[src/rtl/tmr_pkg.sv]
package tmr_pkg;
  localparam int BYTE_W = 8;
  localparam int CNT_W  = 16;

  // register map
  localparam int A_RESTART = 'h00;
  localparam int A_ENABLE  = 'h01;
  localparam int A_CONT    = 'h02;
  localparam int A_STATUS  = 'h03;
  localparam int A_IVAL    = 'h10;
  localparam int A_COUNT   = 'h20;

  typedef logic [CNT_W-1:0] cnt_t;

  typedef struct packed {
    cnt_t value;
    logic expired;
    logic loaded;
  } step_t;

  // one counter step: reload request first, then countdown / auto-reload
  function automatic step_t next_count(cnt_t cur, cnt_t ival, logic tick,
                                       logic rs, logic en, logic cont);
    step_t r;
    r.value   = cur;
    r.expired = 1'b0;
    r.loaded  = 1'b0;
    if (tick) begin
      if (rs) begin
        r.value  = ival;
        r.loaded = 1'b1;
      end else if (en) begin
        if (cur > cnt_t'(1)) begin
          r.value = cur - cnt_t'(1);
        end else if (cont) begin
          r.value   = ival;
          r.expired = 1'b1;
        end else if (cur == cnt_t'(1)) begin
          r.value   = '0;
          r.expired = 1'b1;
        end
      end
    end
    return r;
  endfunction
endpackage

[src/rtl/tmr_prescale.sv]
module tmr_prescale #(
  parameter int PRE_W = 10
) (
  input  logic clk,
  input  logic rst,
  input  logic sym_tick,
  output logic slow_tick
);
  logic [PRE_W-1:0] pre;

  assign slow_tick = sym_tick & (&pre);

  always_ff @(posedge clk) begin
    if (rst)           pre <= '0;
    else if (sym_tick) pre <= pre + 1'b1;
  end


  pre_wrap_chk: assert property (@(posedge clk) disable iff (rst)
    slow_tick |=> (pre == '0));
endmodule

[src/rtl/tmr_unit.sv]
module tmr_unit
  import tmr_pkg::*;
(
  input  logic clk,
  input  logic rst,
  input  logic tick,
  input  logic restart,
  input  logic enable,
  input  logic cont,
  input  cnt_t interval,
  output cnt_t count,
  output logic expire_o,
  output logic taken,
  output logic exp_evt
);
  step_t nx;

  always_comb nx = next_count(count, interval, tick, restart, enable, cont);

  assign taken   = nx.loaded;
  assign exp_evt = nx.expired;

  always_ff @(posedge clk) begin
    if (rst) begin
      count    <= '0;
      expire_o <= 1'b0;
    end else begin
      count    <= nx.value;
      expire_o <= nx.expired;
    end
  end


  hold_idle_chk: assert property (@(posedge clk) disable iff (rst)
    !tick |=> ($stable(count) && !expire_o));

  restart_load_chk: assert property (@(posedge clk) disable iff (rst)
    (tick && restart) |=> (count == $past(interval)) && !expire_o);

  oneshot_rest_chk: assert property (@(posedge clk) disable iff (rst)
    (tick && enable && !restart && !cont && count == '0) |=> (count == '0) && !expire_o);

  pulse_on_tick_chk: assert property (@(posedge clk) disable iff (rst)
    expire_o |-> $past(tick));
endmodule

[src/rtl/tmr_regs.sv]
module tmr_regs
  import tmr_pkg::*;
#(
  parameter int N_TIMERS = 8,
  parameter int ADDR_W   = 6
) (
  input  logic                           clk,
  input  logic                           rst,
  input  logic                           wr_en,
  input  logic [ADDR_W-1:0]              wr_addr,
  input  logic [BYTE_W-1:0]              wr_data,
  input  logic [N_TIMERS-1:0]            taken,
  input  logic [N_TIMERS-1:0]            exp_evt,
  output logic [N_TIMERS-1:0]            restart,
  output logic [N_TIMERS-1:0]            enable,
  output logic [N_TIMERS-1:0]            cont,
  output logic [N_TIMERS-1:0]            status,
  output logic [N_TIMERS-1:0][CNT_W-1:0] interval
);
  logic wr_rs, wr_en_reg, wr_ct, wr_st;
  logic [N_TIMERS-1:0] clr;

  assign wr_rs     = wr_en && (wr_addr == ADDR_W'(A_RESTART));
  assign wr_en_reg = wr_en && (wr_addr == ADDR_W'(A_ENABLE));
  assign wr_ct     = wr_en && (wr_addr == ADDR_W'(A_CONT));
  assign wr_st     = wr_en && (wr_addr == ADDR_W'(A_STATUS));
  assign clr       = wr_st ? wr_data[N_TIMERS-1:0] : '0;

  always_ff @(posedge clk) begin
    if (rst) begin
      restart <= '0;
      enable  <= '0;
      cont    <= '0;
      status  <= '0;
    end else begin
      restart <= wr_rs ? wr_data[N_TIMERS-1:0] : (restart & ~taken);
      if (wr_en_reg) enable <= wr_data[N_TIMERS-1:0];
      if (wr_ct)     cont   <= wr_data[N_TIMERS-1:0];
      status <= (status & ~clr) | exp_evt;
    end
  end

  for (genvar i = 0; i < N_TIMERS; i++) begin : g_ival
    always_ff @(posedge clk) begin
      if (rst) begin
        interval[i] <= '0;
      end else if (wr_en) begin
        if (wr_addr == ADDR_W'(A_IVAL + 2*i))     interval[i][7:0]  <= wr_data;
        if (wr_addr == ADDR_W'(A_IVAL + 2*i + 1)) interval[i][15:8] <= wr_data;
      end
    end
  end


  restart_clear_chk: assert property (@(posedge clk) disable iff (rst)
    ((|taken) && !wr_rs) |=> ((restart & $past(taken)) == '0));

  status_set_chk: assert property (@(posedge clk) disable iff (rst)
    (|exp_evt) |=> ((status & $past(exp_evt)) == $past(exp_evt)));
endmodule

[src/rtl/tmr_bank.sv]
module tmr_bank
  import tmr_pkg::*;
#(
  parameter int N_TIMERS = 8,
  parameter int N_SLOW   = 4,
  parameter int PRE_W    = 10,
  parameter int ADDR_W   = 6
) (
  input  logic                clk,
  input  logic                rst,
  input  logic                sym_tick,
  input  logic                wr_en,
  input  logic [ADDR_W-1:0]   wr_addr,
  input  logic [BYTE_W-1:0]   wr_data,
  input  logic [ADDR_W-1:0]   rd_addr,
  output logic [BYTE_W-1:0]   rd_data,
  output logic [N_TIMERS-1:0] expire_o
);
  logic                           slow_tick;
  logic [N_TIMERS-1:0]            restart, enable, cont, status, taken, exp_evt;
  logic [N_TIMERS-1:0][CNT_W-1:0] interval, counts;

  tmr_prescale #(.PRE_W(PRE_W)) u_pre (
    .clk(clk), .rst(rst), .sym_tick(sym_tick), .slow_tick(slow_tick)
  );

  tmr_regs #(.N_TIMERS(N_TIMERS), .ADDR_W(ADDR_W)) u_regs (
    .clk(clk), .rst(rst), .wr_en(wr_en), .wr_addr(wr_addr), .wr_data(wr_data),
    .taken(taken), .exp_evt(exp_evt), .restart(restart), .enable(enable),
    .cont(cont), .status(status), .interval(interval)
  );

  for (genvar i = 0; i < N_TIMERS; i++) begin : g_unit
    logic tick_i;
    if (i < N_SLOW) begin : g_slow
      assign tick_i = slow_tick;
    end else begin : g_fast
      assign tick_i = sym_tick;
    end
    tmr_unit u_t (
      .clk(clk), .rst(rst), .tick(tick_i), .restart(restart[i]),
      .enable(enable[i]), .cont(cont[i]), .interval(interval[i]),
      .count(counts[i]), .expire_o(expire_o[i]), .taken(taken[i]),
      .exp_evt(exp_evt[i])
    );
  end

  always_comb begin
    rd_data = '0;
    if (rd_addr == ADDR_W'(A_RESTART)) rd_data[N_TIMERS-1:0] = restart;
    if (rd_addr == ADDR_W'(A_ENABLE))  rd_data[N_TIMERS-1:0] = enable;
    if (rd_addr == ADDR_W'(A_CONT))    rd_data[N_TIMERS-1:0] = cont;
    if (rd_addr == ADDR_W'(A_STATUS))  rd_data[N_TIMERS-1:0] = status;
    for (int i = 0; i < N_TIMERS; i++) begin
      if (rd_addr == ADDR_W'(A_IVAL + 2*i))      rd_data = interval[i][7:0];
      if (rd_addr == ADDR_W'(A_IVAL + 2*i + 1))  rd_data = interval[i][15:8];
      if (rd_addr == ADDR_W'(A_COUNT + 2*i))     rd_data = counts[i][7:0];
      if (rd_addr == ADDR_W'(A_COUNT + 2*i + 1)) rd_data = counts[i][15:8];
    end
  end
endmodule

[config.mk]
export PLATFORM = sky130hd
export DESIGN_NAME = tmr_bank
export DESIGN_NICKNAME = d
export VERILOG_FILES = /design/src/rtl/tmr_pkg.sv /design/src/rtl/tmr_prescale.sv /design/src/rtl/tmr_unit.sv /design/src/rtl/tmr_regs.sv /design/src/rtl/tmr_bank.sv
export SDC_FILE = /design/constraint.sdc
export NUM_CORES = 1
export LEC_CHECK = 0
export ABC_CLOCK_PERIOD_IN_PS = 6180
export BUFFER_PORTS_ARGS = -buffer_cell sky130_fd_sc_hd__buf_2
export CORE_AREA = 10 10 196 198
export DETAILED_ROUTE_END_ITERATION = 7
export DIE_AREA = 0 0 206 208
export GPL_TIMING_DRIVEN = 0
export PLACE_DENSITY_LB_ADDON = 0.15
export SYNTH_ARGS = -nofsm -noshare
export SYNTH_HDL_FRONTEND = slang
export SYNTH_SLANG_ARGS = --single-unit
[constraint.sdc]
create_clock -name clk -period 6.18 [get_ports clk]
set_input_delay 0.927 -clock clk [delete_from_list [all_inputs] [get_ports clk]]
set_output_delay 0.927 -clock clk [all_outputs]
set_load 0.005 [all_outputs]
==> results of run 1 <==
[state kept, by name, summed over array words and instances (netlist names)]
name                 flops
u_regs.cont              8
g_unit.u_t.expire_o      8
u_regs.restart           8
u_pre.pre               10
g_unit.u_t.count       128
u_regs.enable            8
u_regs.status            8
u_regs.interval        128
[final cells by class]
class | instances | area (µm²)
Clock inverter | 24 | 215
Timing Repair Buffer | 29 | 145
Buffer | 190 | 828
Sequential cell | 306 | 6130
Fill cell | 3230 | 14000
Inverter | 35 | 131
Multi-Input combinational cell | 1831 | 11400
Clock buffer | 43 | 1010
Tap cell | 455 | 569
Antenna cell | 1 | 2.50
[worst min path at each step]
stage	slack, ns	to	cells past startpoint	from
6_report	0.48	u_regs.status[0]	1	u_regs.status[0]
2_1_floorplan	0.45	u_regs.status[7]	1	u_regs.status[7]
3_3_place_gp	0.46	u_regs.status[7]	1	u_regs.status[7]
3_5_place_dp	0.47	u_regs.status[0]	1	u_regs.status[0]
5_1_grt	0.50	u_regs.status[0]	1	u_regs.status[0]
4_1_cts	0.48	u_regs.status[0]	1	u_regs.status[0]
[critical path, cell delays in order]
cell,delay (ns)
buf_2,0.15
buf_2,0.29
buf_1,0.74
buf_2,0.49
nor2_1,0.12
a21oi_1,0.33
o21ai_0,0.14
a2111oi_0,0.82
o211ai_1,0.39
a22o_1,0.35
buf_2,0.13
[power groups by stage]
stage	registers [W]	logic [W]	clock network (W)
floorplan	0.00203	0.000166	0
global placement	0.00203	0.000304	0
detailed placement	0.00203	0.000306	0
CTS	0.00199	0.000307	0.00222
global route	0.00199	0.000330	0.00230
finish	0.00199	0.000328	0.00222
[metal layers]
layer / part of all wire, % / up-vias / track usage [%]
met5: 0 / - / 0
met4: 7.0 / 0 / 21.1
met3: 12 / 328 / 9.94
met2: 41 / 1330 / 51.8
met1: 40 / 9569 / 46.7
li1: - / 8817 / -
[synthesized netlist by cell type, types with 8 or more instances]
library cell and n:
inv_1 34, a22oi_1 61, o211ai_1 17, o221ai_1 12
nor4_1 34, buf_1 13, clkbuf_1 142, and3_1 8
buf_4 11, nor3_1 109, nand2_1 183, mux2i_1 160
o22ai_1 28, a32oi_1 10, a221o_1 8, a221oi_1 44
o21ai_1 11, nand3_1 54, or3_1 22, ha_1 17
nand2b_1 16, nor2b_1 18, nor2_1 409, a22o_1 9
dfxtp_1 306, a21oi_1 105, a31o_2 11, a211oi_1 55
nand4_1 17, buf_2 17, o31ai_1 17, or2_2 10
o41ai_1 14, xor2_1 46, xnor2_1 24, o21ai_0 138
[through the flow]
stage | cell area [µm²] | hold slack (ns) | util (%) | total power [W] | setup WS (ns)
6_report | 20400 | 0.484 | 59.3 | 0.00453 | 0.348
5_1_grt | 20400 | 0.500 | 59.3 | 0.00462 | 0.505
4_1_cts | 20400 | 0.485 | 59.3 | 0.00451 | 0.723
3_5_place_dp | 19200 | 0.472 | 55.7 | 0.00234 | 0.709
3_3_place_gp | 19200 | 0.465 | 55.7 | 0.00233 | 0.742
2_1_floorplan | 18400 | 0.455 | - | 0.00219 | 2.40
[cell families (layout without fill, tap and decap cells)]
group	Yosys count	in the layout
AO/OA/AOI/OAI	633	633
buffers and inverters	225	321
flip-flops	306	306
adder cells (fa/ha/maj)	17	17
XOR/XNOR	70	70
other	0	1
multiplexers	169	169
AND/OR/NAND/NOR	942	942
==> flow_summary.json, run 1 <==
{
  "cts_root_buf": "clkbuf_16",
  "syn_inst": 2362,
  "worstPathArrival_ns": 4.90,
  "nNetsFinal": 2471,
  "ys_seq_elements": 306,
  "drt_iter0_drc": 2749,
  "vias": 20044,
  "crit_fanout": 10,
  "worstMarginPinSlew_ns": 1.47,
  "insertion_delay_ns": 0.56,
  "htree_levels": 2,
  "final_cell_count_no_fill": 2914,
  "netlist_area_um2": 18400,
  "p_sw_w": 0.00121,
  "relSlewSlack_pct": 1.16,
  "intPower_w": 0.00332,
  "layout-area-overhead-vs-synth_pct": 10.5,
  "status": "finished, violations left",
  "ios": 40,
  "clk_path_buf_depth": 3,
  "mostFrequentLayoutCells": "nor2_1 (409), dfxtp_1 (306), nand2_1 (183), mux2i_1 (160), clkbuf_1 (144)",
  "grt.total_usage_pct": 35.9,
  "endpoint_kind": "primary output",
  "min_period_over_period_pct": 94.4,
  "yosysTopAreaCellShare_pct": 33.2,
  "max_cap_viol_count": 2,
  "switching_share_pct": 26.6,
  "seq_power_share_pct": 43.8,
  "yosysWarnings": 0,
  "setup_tns_ns": 0,
  "drc": 0,
  "overflow": 0,
  "grt_pass1_vias": 18473,
  "synth_compound_area_share_pct": 24.0,
  "ant_nets": 0,
  "die_area_um2": 42800,
  "power.density_nw_per_um2": 222,
  "rsz0062_at_grt": "false",
  "crit_type": "primary input to primary output",
  "dp_hpwl_um": 59200,
  "synth_top_family_by_area": "compound AO/OA/AOI/OAI gates",
  "final_common_cell": "nor2_1",
  "clk_pin_slew_worst_paths_ns": 0.06,
  "endpoint": "rd_data[3]",
  "placedCellCount": 2846,
  "drv_slew": 0,
  "synth_edf_count": 0,
  "start_kind": "primary input",
  "dr.pass1.iters": 6,
  "io_buffers": 29,
  "drive_gt1_share_pct": 7.49,
  "synth-simple-area-share_pct": 23.8,
  "max-vdd-ir-drop_uv": 227,
  "post_cts_buffers": 0,
  "grt_first_pass_wirelength_um": 118000,
  "r2r_end": "u_regs.status[4]",
  "reg2regPathDepth": 6,
  "synth-xor-area-share_pct": 3.33,
  "hold_class": "flip-flop to flip-flop",
  "start_util_pct": 53.6,
  "antenna_found_initial": 3,
  "finalCriticalPeriod_ns": 5.83,
  "wl_per_cell_um": 27.6,
  "grt_max_degree": 16,
  "cts_tree": "done",
  "cts.sinks": 306,
  "max_clock_freq_ghz": 0.171,
  "rows": 68,
  "synthFlopType": "dfxtp_1",
  "synth_area_leader_cell": "dfxtp_1",
  "r2r_setup_slack_ns": 2.94,
  "crit_start": "rd_addr[1]",
  "core_um2": 34400,
  "ys_top_cells_by_area": "dfxtp_1 (33%), mux2i_1 (8.7%), nor2_1 (8.3%), o21ai_0 (3.7%), nand2_1 (3.7%)",
  "power_frac_comb_pct": 7.2,
  "fp.dieW_um": 206,
  "cts-buffers-inserted": 37,
  "synth_fp_nets": 2403,
  "synth_area_per_cell_um2": 7.81,
  "vias_per_cell": 6.88,
  "violations": "max-capacitance violations",
  "async_reset_ff_share_pct": 0,
  "p_leak_nw": 7.67,
  "required_ns": 5.25,
  "postCtsHoldBufs": 0,
  "yosysSeqAreaShare_pct": 33.2,
  "setup_viol": 0,
  "synth_cell_types": 93,
  "post_cts_resized": 0,
  "die_h_um": 208,
  "synthAdderAreaFrac_pct": 1.15,
  "r2r-start": "g_unit[4].u_t.count[2]",
  "gp_congestion": 1.06,
  "finalHoldViolations": 0,
  "pwr-share-clk_pct": 48.9,
  "skew_ns": 0.0311,
  "routed_wl_um": 80400,
  "synthMuxAreaShare_pct": 9.36
}
(Power assumes the default switching activity.)
==> inputs of run 2 (changes only) <==
Settings changed: CORE_AREA 10 10 196 198 to 2 2 188 190, DIE_AREA 0 0 206 208 to 0 0 190 192.
==> flow_summary.json, run 2 (synthesis gave the netlist of run 1 again) <==
{
  "r2r_setup_slack_ns": 2.93,
  "gp_congestion": 1.05,
  "critPathMostFrequentCell": "buf_2",
  "rsz0062_at_grt": "false",
  "cts.sinks": 306,
  "layout-area-overhead-vs-synth_pct": 10.9,
  "htree_levels": 2,
  "worstMarginPinSlew_ns": 1.41,
  "post_cts_buffers": 0,
  "max-vdd-ir-drop_uv": 185,
  "max_stage_delay_ns": 0.60,
  "die_h_um": 192,
  "start_kind": "primary input",
  "fp.dieW_um": 190,
  "required_ns": 5.25,
  "postCtsHoldBufs": 0,
  "mostFrequentLayoutCells": "nor2_1 (409), dfxtp_1 (306), nand2_1 (183), mux2i_1 (160), clkbuf_1 (145)",
  "start_util_pct": 53.8,
  "hold_class": "flip-flop to flip-flop",
  "drt_iter0_drc": 2983,
  "routed_wl_um": 79700,
  "final_cell_count_no_fill": 2912,
  "skew_ns": 0.0225,
  "ant_nets": 0,
  "clk_path_buf_depth": 3,
  "core_um2": 34300,
  "clk_pin_slew_worst_paths_ns": 0.06,
  "fin_ws_ns": 0.405,
  "placedCellCount": 2846,
  "max_cap_viol_count": 0,
  "io_buffers": 29,
  "setup_tns_ns": 0,
  "die_area_um2": 36500,
  "cts-buffers-inserted": 37,
  "grt.total_usage_pct": 43.1,
  "status": "completed",
  "p_leak_nw": 7.73,
  "antenna_found_initial": 2,
  "path_cells": "buf_2 -> clkbuf_1 -> buf_2 -> nor4bb_1 -> clkbuf_1 -> a32oi_1 -> o21ai_0 -> a211oi_1 -> a221oi_1 -> o22ai_1 -> a21oi_1 -> buf_2",
  "crit_fanout": 10,
  "endpoint_kind": "primary output",
  "power.density_nw_per_um2": 228,
  "finalCriticalPeriod_ns": 5.77,
  "cts_root_buf": "clkbuf_16",
  "cts_tree": "done",
  "dp_hpwl_um": 58900,
  "drc": 0,
  "crit_type": "primary input to primary output",
  "worstPathArrival_ns": 4.85,
  "vias": 20159,
  "drive_gt1_share_pct": 7.37,
  "cp_slowest_cell": "a221oi_1",
  "holdWs_ns": 0.484,
  "reg_top3": "g_unit.u_t.count (128), u_regs.interval (128), u_pre.pre (10)",
  "critical_path_buf_inv_count": 5,
  "wl_per_cell_um": 27.4,
  "grt_pass1_vias": 18244,
  "grt_first_pass_wirelength_um": 117000,
  "rows": 68,
  "dp_slack_ns": 0.783,
  "finalHoldViolations": 0,
  "nNetsFinal": 2471,
  "vias_per_cell": 6.92,
  "min_period_over_period_pct": 93.4,
  "relSlewSlack_pct": 6.12,
  "final_common_cell": "nor2_1",
  "crit_family": "compound AO/OA/AOI/OAI gates",
  "max_clock_freq_ghz": 0.173,
  "overflow": 0,
  "post_cts_resized": 0,
  "drv_slew": 0,
  "grt_max_degree": 14,
  "dr.pass1.iters": 7,
  "insertion_delay_ns": 0.57,
  "setup_viol": 0,
  "ios": 40
}
==> run 2: routing by layer <==
metal	track usage [%]	vias up	routed length, µm
met5	0	-	0
met1	56.5	9552	31100
met2	64.6	1448	33500
met4	25.0	0	5390
li1	-	8843	-
met3	10.1	316	9770
==> run 2: worst paths after layout <==
check                            end  cells after the start          from
max reg2reg  g_unit[0].u_t.count[15]                      9  u_pre.pre[4]
min reg2reg             u_pre.pre[8]                      2  u_pre.pre[8]
max                       rd_data[7]                     12    rd_addr[2]
min                     u_pre.pre[8]                      2  u_pre.pre[8]
==> run 2: tightest hold or removal path, stage by stage (launching register included) <==
cell and delay (ns):
dfxtp_1 0.31, o21ai_0 0.07, a21oi_1 0.06
==> run 2: layout make-up <==
type                            instances  area, µm²
Antenna cell                            1       2.50
Inverter                               35        131
Clock inverter                         14        186
Fill cell                            3250      13800
Timing Repair Buffer                   29        145
Tap cell                              455        569
Clock buffer                           51       1110
Sequential cell                       306       6130
Buffer                                190        828
Multi-Input combinational cell       1831      11400
==> run 2: where the power goes <==
group / switching (W) / internal (W)
Clock: 0.000926 / 0.00143
Combinational: 0.000252 / 0.0000741
Sequential: 0.00000799 / 0.00198
==> run 2: stage by stage <==
step | total power, W | utilization [%] | area (µm²)
final | 0.00467 | 59.6 | 20500
after global routing | 0.00475 | 59.6 | 20500
after CTS | 0.00464 | 59.6 | 20400
after detailed placement | 0.00233 | 55.9 | 19200
after global placement | 0.00233 | 55.9 | 19200
after floorplan | 0.00219 | - | 18400
